==> src/rtl/trap_pkg.sv <==
package trap_pkg;

    typedef enum logic [1:0] {
        PRIV_U   = 2'd0,
        PRIV_S   = 2'd1,
        PRIV_RSV = 2'd2,
        PRIV_M   = 2'd3
    } priv_t;

    // Environment-call codes per originating level
    localparam int unsigned ECALL_FROM_U = 8;
    localparam int unsigned ECALL_FROM_S = 9;
    localparam int unsigned ECALL_FROM_M = 11;

    // Vector mode that enables the per-interrupt offset
    localparam logic [1:0] TVEC_VECTORED = 2'b01;

    // Widest code the helper function accepts
    localparam int unsigned CODE_MAX_W = 16;

    typedef struct packed {
        logic to_super;
        logic is_irq;
        logic keep_tval;
    } route_t;

    // Exception codes that carry an address in tval
    function automatic logic addr_bearing(input logic [CODE_MAX_W-1:0] c);
        logic r;
        case (c)
            16'd0, 16'd1,                 // fetch misaligned / fetch access
            16'd4, 16'd5,                 // load misaligned / load access
            16'd6, 16'd7,                 // store misaligned / store access
            16'd12, 16'd13, 16'd15:       // page faults
                r = 1'b1;
            default:
                r = 1'b0;
        endcase
        return r;
    endfunction

endpackage

==> src/rtl/trap_route.sv <==
module trap_route
    import trap_pkg::*;
#(
    parameter int XLEN   = 32,
    parameter int CODE_W = 6
) (
    input  logic              is_irq,
    input  logic [CODE_W-1:0] raw_code,
    input  logic [1:0]        cur_priv,
    input  logic [XLEN-1:0]   exc_deleg,
    input  logic [XLEN-1:0]   irq_deleg,
    output logic [CODE_W-1:0] eff_code,
    output route_t            route
);

    logic [XLEN-1:0] sel_mask;
    logic [XLEN-1:0] shifted;
    logic            in_range;
    logic            low_priv;

    always_comb begin
        eff_code = raw_code;
        if (!is_irq && raw_code == CODE_W'(ECALL_FROM_U)) begin
            case (cur_priv)
                PRIV_U:  eff_code = CODE_W'(ECALL_FROM_U);
                PRIV_S:  eff_code = CODE_W'(ECALL_FROM_S);
                default: eff_code = CODE_W'(ECALL_FROM_M);
            endcase
        end
    end

    always_comb begin
        sel_mask = is_irq ? irq_deleg : exc_deleg;
        shifted  = sel_mask >> eff_code;
        in_range = 32'(eff_code) < 32'(XLEN);
        low_priv = (cur_priv == PRIV_U) || (cur_priv == PRIV_S);

        route.to_super  = low_priv && in_range && shifted[0];
        route.is_irq    = is_irq;
        route.keep_tval = !is_irq && addr_bearing(CODE_MAX_W'(eff_code));
    end

endmodule

==> src/rtl/trap_vector.sv <==
module trap_vector
    import trap_pkg::*;
#(
    parameter int XLEN   = 32,
    parameter int CODE_W = 6
) (
    input  logic [XLEN-1:0]   tvec,
    input  logic              is_irq,
    input  logic [CODE_W-1:0] code,
    output logic [XLEN-1:0]   target
);

    logic [XLEN-1:0] base;
    logic [XLEN-1:0] offset;

    always_comb begin
        base   = {tvec[XLEN-1:2], 2'b00};
        offset = '0;
        if (is_irq && tvec[1:0] == TVEC_VECTORED)
            offset = XLEN'(code) << 2;
        target = base + offset;
    end

endmodule

==> src/rtl/trap_csr_bank.sv <==
module trap_csr_bank #(
    parameter int XLEN   = 32,
    parameter int CODE_W = 6
) (
    input  logic              clk,
    input  logic              rst,
    input  logic              wr,
    input  logic              is_irq,
    input  logic [CODE_W-1:0] code,
    input  logic              keep_tval,
    input  logic [XLEN-1:0]   epc_in,
    input  logic [XLEN-1:0]   addr_in,
    output logic [XLEN-1:0]   cause_q,
    output logic [XLEN-1:0]   epc_q,
    output logic [XLEN-1:0]   tval_q
);

    localparam int PAD_W = XLEN - 1 - CODE_W;

    logic [XLEN-1:0] cause_d;

    always_comb begin
        cause_d = {is_irq, {PAD_W{1'b0}}, code};
    end

    always_ff @(posedge clk) begin
        if (rst) begin
            cause_q <= '0;
            epc_q   <= '0;
            tval_q  <= '0;
        end else if (wr) begin
            cause_q <= cause_d;
            epc_q   <= epc_in;
            tval_q  <= keep_tval ? addr_in : '0;
        end
    end

endmodule

==> src/rtl/trap_status.sv <==
module trap_status
    import trap_pkg::*;
#(
    parameter logic MIE_RST = 1'b1,
    parameter logic SIE_RST = 1'b1
) (
    input  logic       clk,
    input  logic       rst,
    input  logic       take,
    input  logic       to_super,
    input  logic [1:0] cur_priv,
    output logic [1:0] priv_q,
    output logic       mie_q,
    output logic       sie_q,
    output logic       mpie_q,
    output logic       spie_q,
    output logic [1:0] mpp_q,
    output logic       spp_q
);

    always_ff @(posedge clk) begin
        if (rst) begin
            priv_q <= PRIV_M;
            mie_q  <= MIE_RST;
            sie_q  <= SIE_RST;
            mpie_q <= 1'b0;
            spie_q <= 1'b0;
            mpp_q  <= PRIV_U;
            spp_q  <= 1'b0;
        end else if (take) begin
            if (to_super) begin
                spie_q <= sie_q;
                sie_q  <= 1'b0;
                spp_q  <= (cur_priv == PRIV_S);
                priv_q <= PRIV_S;
            end else begin
                mpie_q <= mie_q;
                mie_q  <= 1'b0;
                mpp_q  <= cur_priv;
                priv_q <= PRIV_M;
            end
        end
    end

endmodule

==> src/rtl/trap_entry_ctrl.sv <==
module trap_entry_ctrl
    import trap_pkg::*;
#(
    parameter int   XLEN    = 32,
    parameter int   CODE_W  = 6,
    parameter logic MIE_RST = 1'b1,
    parameter logic SIE_RST = 1'b1
) (
    input  logic              clk,
    input  logic              rst,
    input  logic              trap_req,
    input  logic              trap_is_irq,
    input  logic [CODE_W-1:0] trap_code,
    input  logic [XLEN-1:0]   fault_addr,
    input  logic [XLEN-1:0]   cur_pc,
    input  logic [1:0]        cur_priv,
    input  logic [XLEN-1:0]   exc_deleg,
    input  logic [XLEN-1:0]   irq_deleg,
    input  logic [XLEN-1:0]   m_tvec,
    input  logic [XLEN-1:0]   s_tvec,
    output logic [1:0]        priv_o,
    output logic [XLEN-1:0]   redirect_pc,
    output logic              mie_o,
    output logic              sie_o,
    output logic              mpie_o,
    output logic              spie_o,
    output logic [1:0]        mpp_o,
    output logic              spp_o,
    output logic [XLEN-1:0]   mcause_o,
    output logic [XLEN-1:0]   mepc_o,
    output logic [XLEN-1:0]   mtval_o,
    output logic [XLEN-1:0]   scause_o,
    output logic [XLEN-1:0]   sepc_o,
    output logic [XLEN-1:0]   stval_o
);

    localparam int N_LEVELS = 2;   // index 0 = machine, 1 = supervisor

    route_t            route;
    logic [CODE_W-1:0] eff_code;
    logic [XLEN-1:0]   sel_tvec;

    logic [XLEN-1:0] cause_arr [N_LEVELS];
    logic [XLEN-1:0] epc_arr   [N_LEVELS];
    logic [XLEN-1:0] tval_arr  [N_LEVELS];

    trap_route #(.XLEN(XLEN), .CODE_W(CODE_W)) u_route (
        .is_irq    (trap_is_irq),
        .raw_code  (trap_code),
        .cur_priv  (cur_priv),
        .exc_deleg (exc_deleg),
        .irq_deleg (irq_deleg),
        .eff_code  (eff_code),
        .route     (route)
    );

    always_comb begin
        sel_tvec = route.to_super ? s_tvec : m_tvec;
    end

    trap_vector #(.XLEN(XLEN), .CODE_W(CODE_W)) u_vector (
        .tvec   (sel_tvec),
        .is_irq (route.is_irq),
        .code   (eff_code),
        .target (redirect_pc)
    );

    trap_status #(.MIE_RST(MIE_RST), .SIE_RST(SIE_RST)) u_status (
        .clk      (clk),
        .rst      (rst),
        .take     (trap_req),
        .to_super (route.to_super),
        .cur_priv (cur_priv),
        .priv_q   (priv_o),
        .mie_q    (mie_o),
        .sie_q    (sie_o),
        .mpie_q   (mpie_o),
        .spie_q   (spie_o),
        .mpp_q    (mpp_o),
        .spp_q    (spp_o)
    );

    for (genvar lvl = 0; lvl < N_LEVELS; lvl++) begin : g_bank
        logic wr_lvl;
        assign wr_lvl = trap_req && (route.to_super == (lvl == 1));

        trap_csr_bank #(.XLEN(XLEN), .CODE_W(CODE_W)) u_bank (
            .clk       (clk),
            .rst       (rst),
            .wr        (wr_lvl),
            .is_irq    (route.is_irq),
            .code      (eff_code),
            .keep_tval (route.keep_tval),
            .epc_in    (cur_pc),
            .addr_in   (fault_addr),
            .cause_q   (cause_arr[lvl]),
            .epc_q     (epc_arr[lvl]),
            .tval_q    (tval_arr[lvl])
        );
    end

    assign mcause_o = cause_arr[0];
    assign mepc_o   = epc_arr[0];
    assign mtval_o  = tval_arr[0];
    assign scause_o = cause_arr[1];
    assign sepc_o   = epc_arr[1];
    assign stval_o  = tval_arr[1];

endmodule

==> config.mk <==
export PLATFORM = sky130hd
export DESIGN_NAME = trap_entry_ctrl
export DESIGN_NICKNAME = d
export VERILOG_FILES = /design/src/rtl/trap_pkg.sv /design/src/rtl/trap_route.sv /design/src/rtl/trap_vector.sv /design/src/rtl/trap_csr_bank.sv /design/src/rtl/trap_status.sv /design/src/rtl/trap_entry_ctrl.sv
export SDC_FILE = /design/constraint.sdc
export NUM_CORES = 1
export LEC_CHECK = 0
export ABC_CLOCK_PERIOD_IN_PS = 6350
export BUFFER_PORTS_ARGS = -buffer_cell sky130_fd_sc_hd__buf_2
export CAP_MARGIN = 5
export CELL_PAD_IN_SITES_DETAIL_PLACEMENT = 0
export CELL_PAD_IN_SITES_GLOBAL_PLACEMENT = 2
export CORE_UTILIZATION = 25
export DETAILED_ROUTE_END_ITERATION = 8
export GPL_TIMING_DRIVEN = 0
export PLACE_DENSITY = 0.91
export RECOVER_POWER = 100
export SLEW_MARGIN = 20
export SYNTH_ARGS = -nofsm -noshare
export SYNTH_HDL_FRONTEND = slang
export SYNTH_SLANG_ARGS = --single-unit
==> constraint.sdc <==
create_clock -name clk -period 6.35 [get_ports clk]
set_clock_uncertainty 0.05 [all_clocks]
set_input_delay 0.3175 -clock clk [delete_from_list [all_inputs] [get_ports clk]]
set_output_delay 0.3175 -clock clk [all_outputs]
set_load 0.1 [all_outputs]
==> summary.md <==
| Metric | Value |
|---|---|
| Gr usage total | 19.9% |
| Slew margin rel. | 11.2% |
| RePlAce Congestion | between 0.8 and 0.9 |
| Max Fclk | 166 MHz |
| Crit path DAT | 5.66 ns |
| Clock buffer count from CTS | 17 |
| Worst hold slack | approximately 0.075 ns |
| Boundary Pins | 437 |
| Commonest non-fill, non-tap cell in the layout | clkbuf_1 |
| CTS max path bufs | 2 |
| Non-filler cells, final | 1943 |
| Final Hold Fails | 0 |
| DR pass1 iterations | 6 |
| Static leakage | 4.68 nW |
| Row count | 67 |
| Hold-fix buffers at CTS | 0 |
| R2R Path Start | g_bank[1].u_bank.tval_q[7]$_SDFFE_PP0P_ |
| Util after Layout | 34.5% |
| Vias per cell | 4.69 |
| CTS clk-pin slew, worst paths | 0.06 ns |
| Cells after Synth | 1035 |
| CTS root buf | clkbuf_16 |
| Tcrit/Tclk final | a little over nine tenths |
| CTS tree | yes |
| Data required, critical path | 5.98 ns |
| Synth Warn # | 0 |
| Post-synthesis sequential area ratio | 35.3% |
| Drt total wl | ~35 mm |
| Cell total after placement | ~1900 |
| Share of layout cells above drive strength 1 | 23.3% |
| PwrDens | 267 nW/um^2 |
| Hold path depth | 3 |
| Vias in the first global route | 8728 |
| Worst r2r path cells | 3 |
| Largest net degree at the start of global routing | 17 |
| Antenna Diode Count | 0 |
| Worst Tran Pin Value | roughly 1.3 ns |
| Crit Reg-Reg Endpoint | g_bank[1].u_bank.tval_q[7]$_SDFFE_PP0P_ |
| RSZ-0062 raised after global routing | false |
| Max cap viols | 0 |
| IO buf count | 377 |
| Element type at the critical path end | output pin |
| Syn Area/Cell | 8.22 sq um |
| Worst-skew pair later-pin latency | ~0.42 ns |
| Die Footprint | 34800 sq um |
| Crit Path Max Fanout | 10 |
| Initial core utilization | 25.4% |
| Syn-to-layout area delta | 35.9% |
| Final setup fails | 0 |
| Worst VDD drop | between 150 and 200 uV |
| Seq cells post-synth | 150 |
| Die Width | between 150 and 200 microns |
| CP startpoint kind | input pin |
| H-tree depth | 4 |
| Total grt overflow | 0 |
| Post-synth cell types | a little over 70 |
| Avg WL per Cell | 18.2 microns |
| Die height | about 190 microns |
| Via count | slightly above 9000 |
| Core Footprint | 33500 sq um |
| DRC Markers | 0 |
| Critical Path Sink | redirect_pc[27] |
| Number of flops mapped to enable cells by yosys | 0 |
| Worst slack, placed | -1.16 ns |
| Global-route wire length before repair | 53.5 mm |
| Crit path launch | trap_code[5] |
| Leading cell types in the layout, fill and taps excluded | clkbuf_1 (224), buf_2 (203), dfxtp_1 (150) |
| DRT iter0 DRCs | 496 |
| Crit path kind | in2out |
| Mapped Area | 8510 sq um |
| Post-DRT Antenna Nets | 0 |
| Status | finished, final reports clean |
| HP Class | in2reg |
| Final setup margin | between 0.3 and 0.4 ns |
| Clk sink count | 150 |
| Fraction of registers with async set/reset | 0% |
| Minimum clock period | 6.03 ns |
| Final Slew Violations | 0 |
| Final #Nets | 1696 |
| Initial antenna violation count | 4 |
| Prevailing post-synth register cell | dfxtp_1 |
| Reg-to-reg setup timing slack | 5.53 ns |
| Detail Placement HPWL | 28.2 mm |
[state kept, by name, summed over array words and instances, names as in the netlist]
register,flops
g_bank.u_bank.tval_q,64
g_bank.u_bank.epc_q,64
u_status.sie_q,1
u_status.mpie_q,1
u_status.mpp_q,2
u_status.spie_q,1
g_bank.u_bank.cause_q,14
u_status.spp_q,1
u_status.priv_q,1
u_status.mie_q,1
[per-layer routing]
metal | vias up | routed length (microns) | GRT usage, %
li1 | 4417 | - | -
met1 | 4279 | 14800 | 24.1
met2 | 366 | 17700 | 35.6
met3 | 41 | 2280 | 4.27
met4 | 0 | 618 | 5.23
met5 | - | 0 | 0
[critical path: stages]
cell and delay [ns]:
buf_2 0.16, or3_4 0.42, o31ai_2 0.29, buf_6 0.21, mux2i_1 0.20, o21ai_0 0.11, a2111o_1 0.50, nand4_4 0.21
buf_4 0.27, mux2_2 0.39, ha_1 0.30, a21o_1 0.17, a21oi_1 0.23, o21bai_1 0.09, a21oi_1 0.30, o21ba_1 0.20
clkbuf_1 0.39, nor3_1 0.11, xnor2_1 0.14, mux2i_1 0.23, clkbuf_4 0.39
[worst min path at each step]
stage / from / end / slack [ns]
floorplan: fault_addr[0] / g_bank[0].u_bank.tval_q[0]$_SDFFE_PP0P_ / 0.40
global placement: g_bank[0].u_bank.tval_q[28]$_SDFFE_PP0P_ / g_bank[0].u_bank.tval_q[28]$_SDFFE_PP0P_ / 0.40
detailed placement: g_bank[0].u_bank.tval_q[29]$_SDFFE_PP0P_ / g_bank[0].u_bank.tval_q[29]$_SDFFE_PP0P_ / 0.41
CTS: fault_addr[12] / g_bank[0].u_bank.tval_q[12]$_SDFFE_PP0P_ / 0.06
global route: fault_addr[12] / g_bank[0].u_bank.tval_q[12]$_SDFFE_PP0P_ / 0.07
finish: fault_addr[12] / g_bank[0].u_bank.tval_q[12]$_SDFFE_PP0P_ / 0.08
[cell type report]
cell class,count,area (sq um)
fillers,3741,22000
well taps,448,561
clock inverters,8,149
flip-flops and latches,150,3000
plain buffers,138,762
inverters,11,41.3
multi-input cells,787,4830
clock buffers,21,470
repair buffers,380,1740
[synth_stat cells, drive strengths merged, types with 3 or more instances]
cell | n | area [sq um]
dfxtp | 150 | 3000
o21ai | 142 | 711
nand3 | 90 | 450
buf | 86 | 651
mux2i | 69 | 691
nand2 | 64 | 243
nor2 | 62 | 233
a21oi | 56 | 280
clkbuf | 52 | 198
nor2b | 35 | 219
nand2b | 33 | 206
xor2 | 27 | 236
xnor2 | 20 | 175
nand4 | 14 | 93.8
and3 | 13 | 81.3
mux2 | 13 | 146
nor3 | 12 | 71.3
inv | 10 | 37.5
a211oi | 8 | 60.1
a21o | 6 | 45.0
ha | 6 | 75.1
a31oi | 5 | 31.3
o21bai | 5 | 37.5
a2111oi | 4 | 35.0
a311oi | 4 | 35.0
and2 | 4 | 25.0
or3 | 4 | 30.0
and4 | 3 | 26.3
o311a | 3 | 30.0
o31ai | 3 | 41.3
[stage by stage]
step                      setup TNS, ns  area [sq um]  power [mW]
after floorplan                       0          8700        1.80
final                                 0         11600        3.09
after global placement           -21.36         11100        2.04
after global routing                  0         11600        3.20
after CTS                             0         11800        3.13
after detailed placement         -23.51         11100        2.04
[kinds of logic after synthesis]
group | count (synthesis) | synth area share, %
AO/OA/AOI/OAI | 253 | 17.2
XOR/XNOR | 47 | 4.84
adder cells (fa/ha/maj) | 7 | 1.12
buffers and inverters | 149 | 10.5
flip-flops | 150 | 35.3
multiplexers | 83 | 10.1
other | 2 | 0.0883
AND/OR/NAND/NOR | 344 | 20.9
[where the power goes]
part,switching (mW),leakage [nW],internal [mW]
Sequential,0.0159,1.22,0.974
Clock,0.400,0.297,0.683
Combinational,0.811,3.16,0.204
Total,1.23,4.68,1.86
[timing repair]
| item | CTS | global route |
|---|---|---|
| setup endpoints to repair | 26 | 24 |
| gates resized for setup | 13 | 8 |
| endpoints found under the hold margin | 0 | 0 |
| setup buffers | 0 | 3 |
| cloned | 0 | 0 |
| pin swaps | 0 | 1 |
No activity file was read; power rests on OpenSTA's default activity.
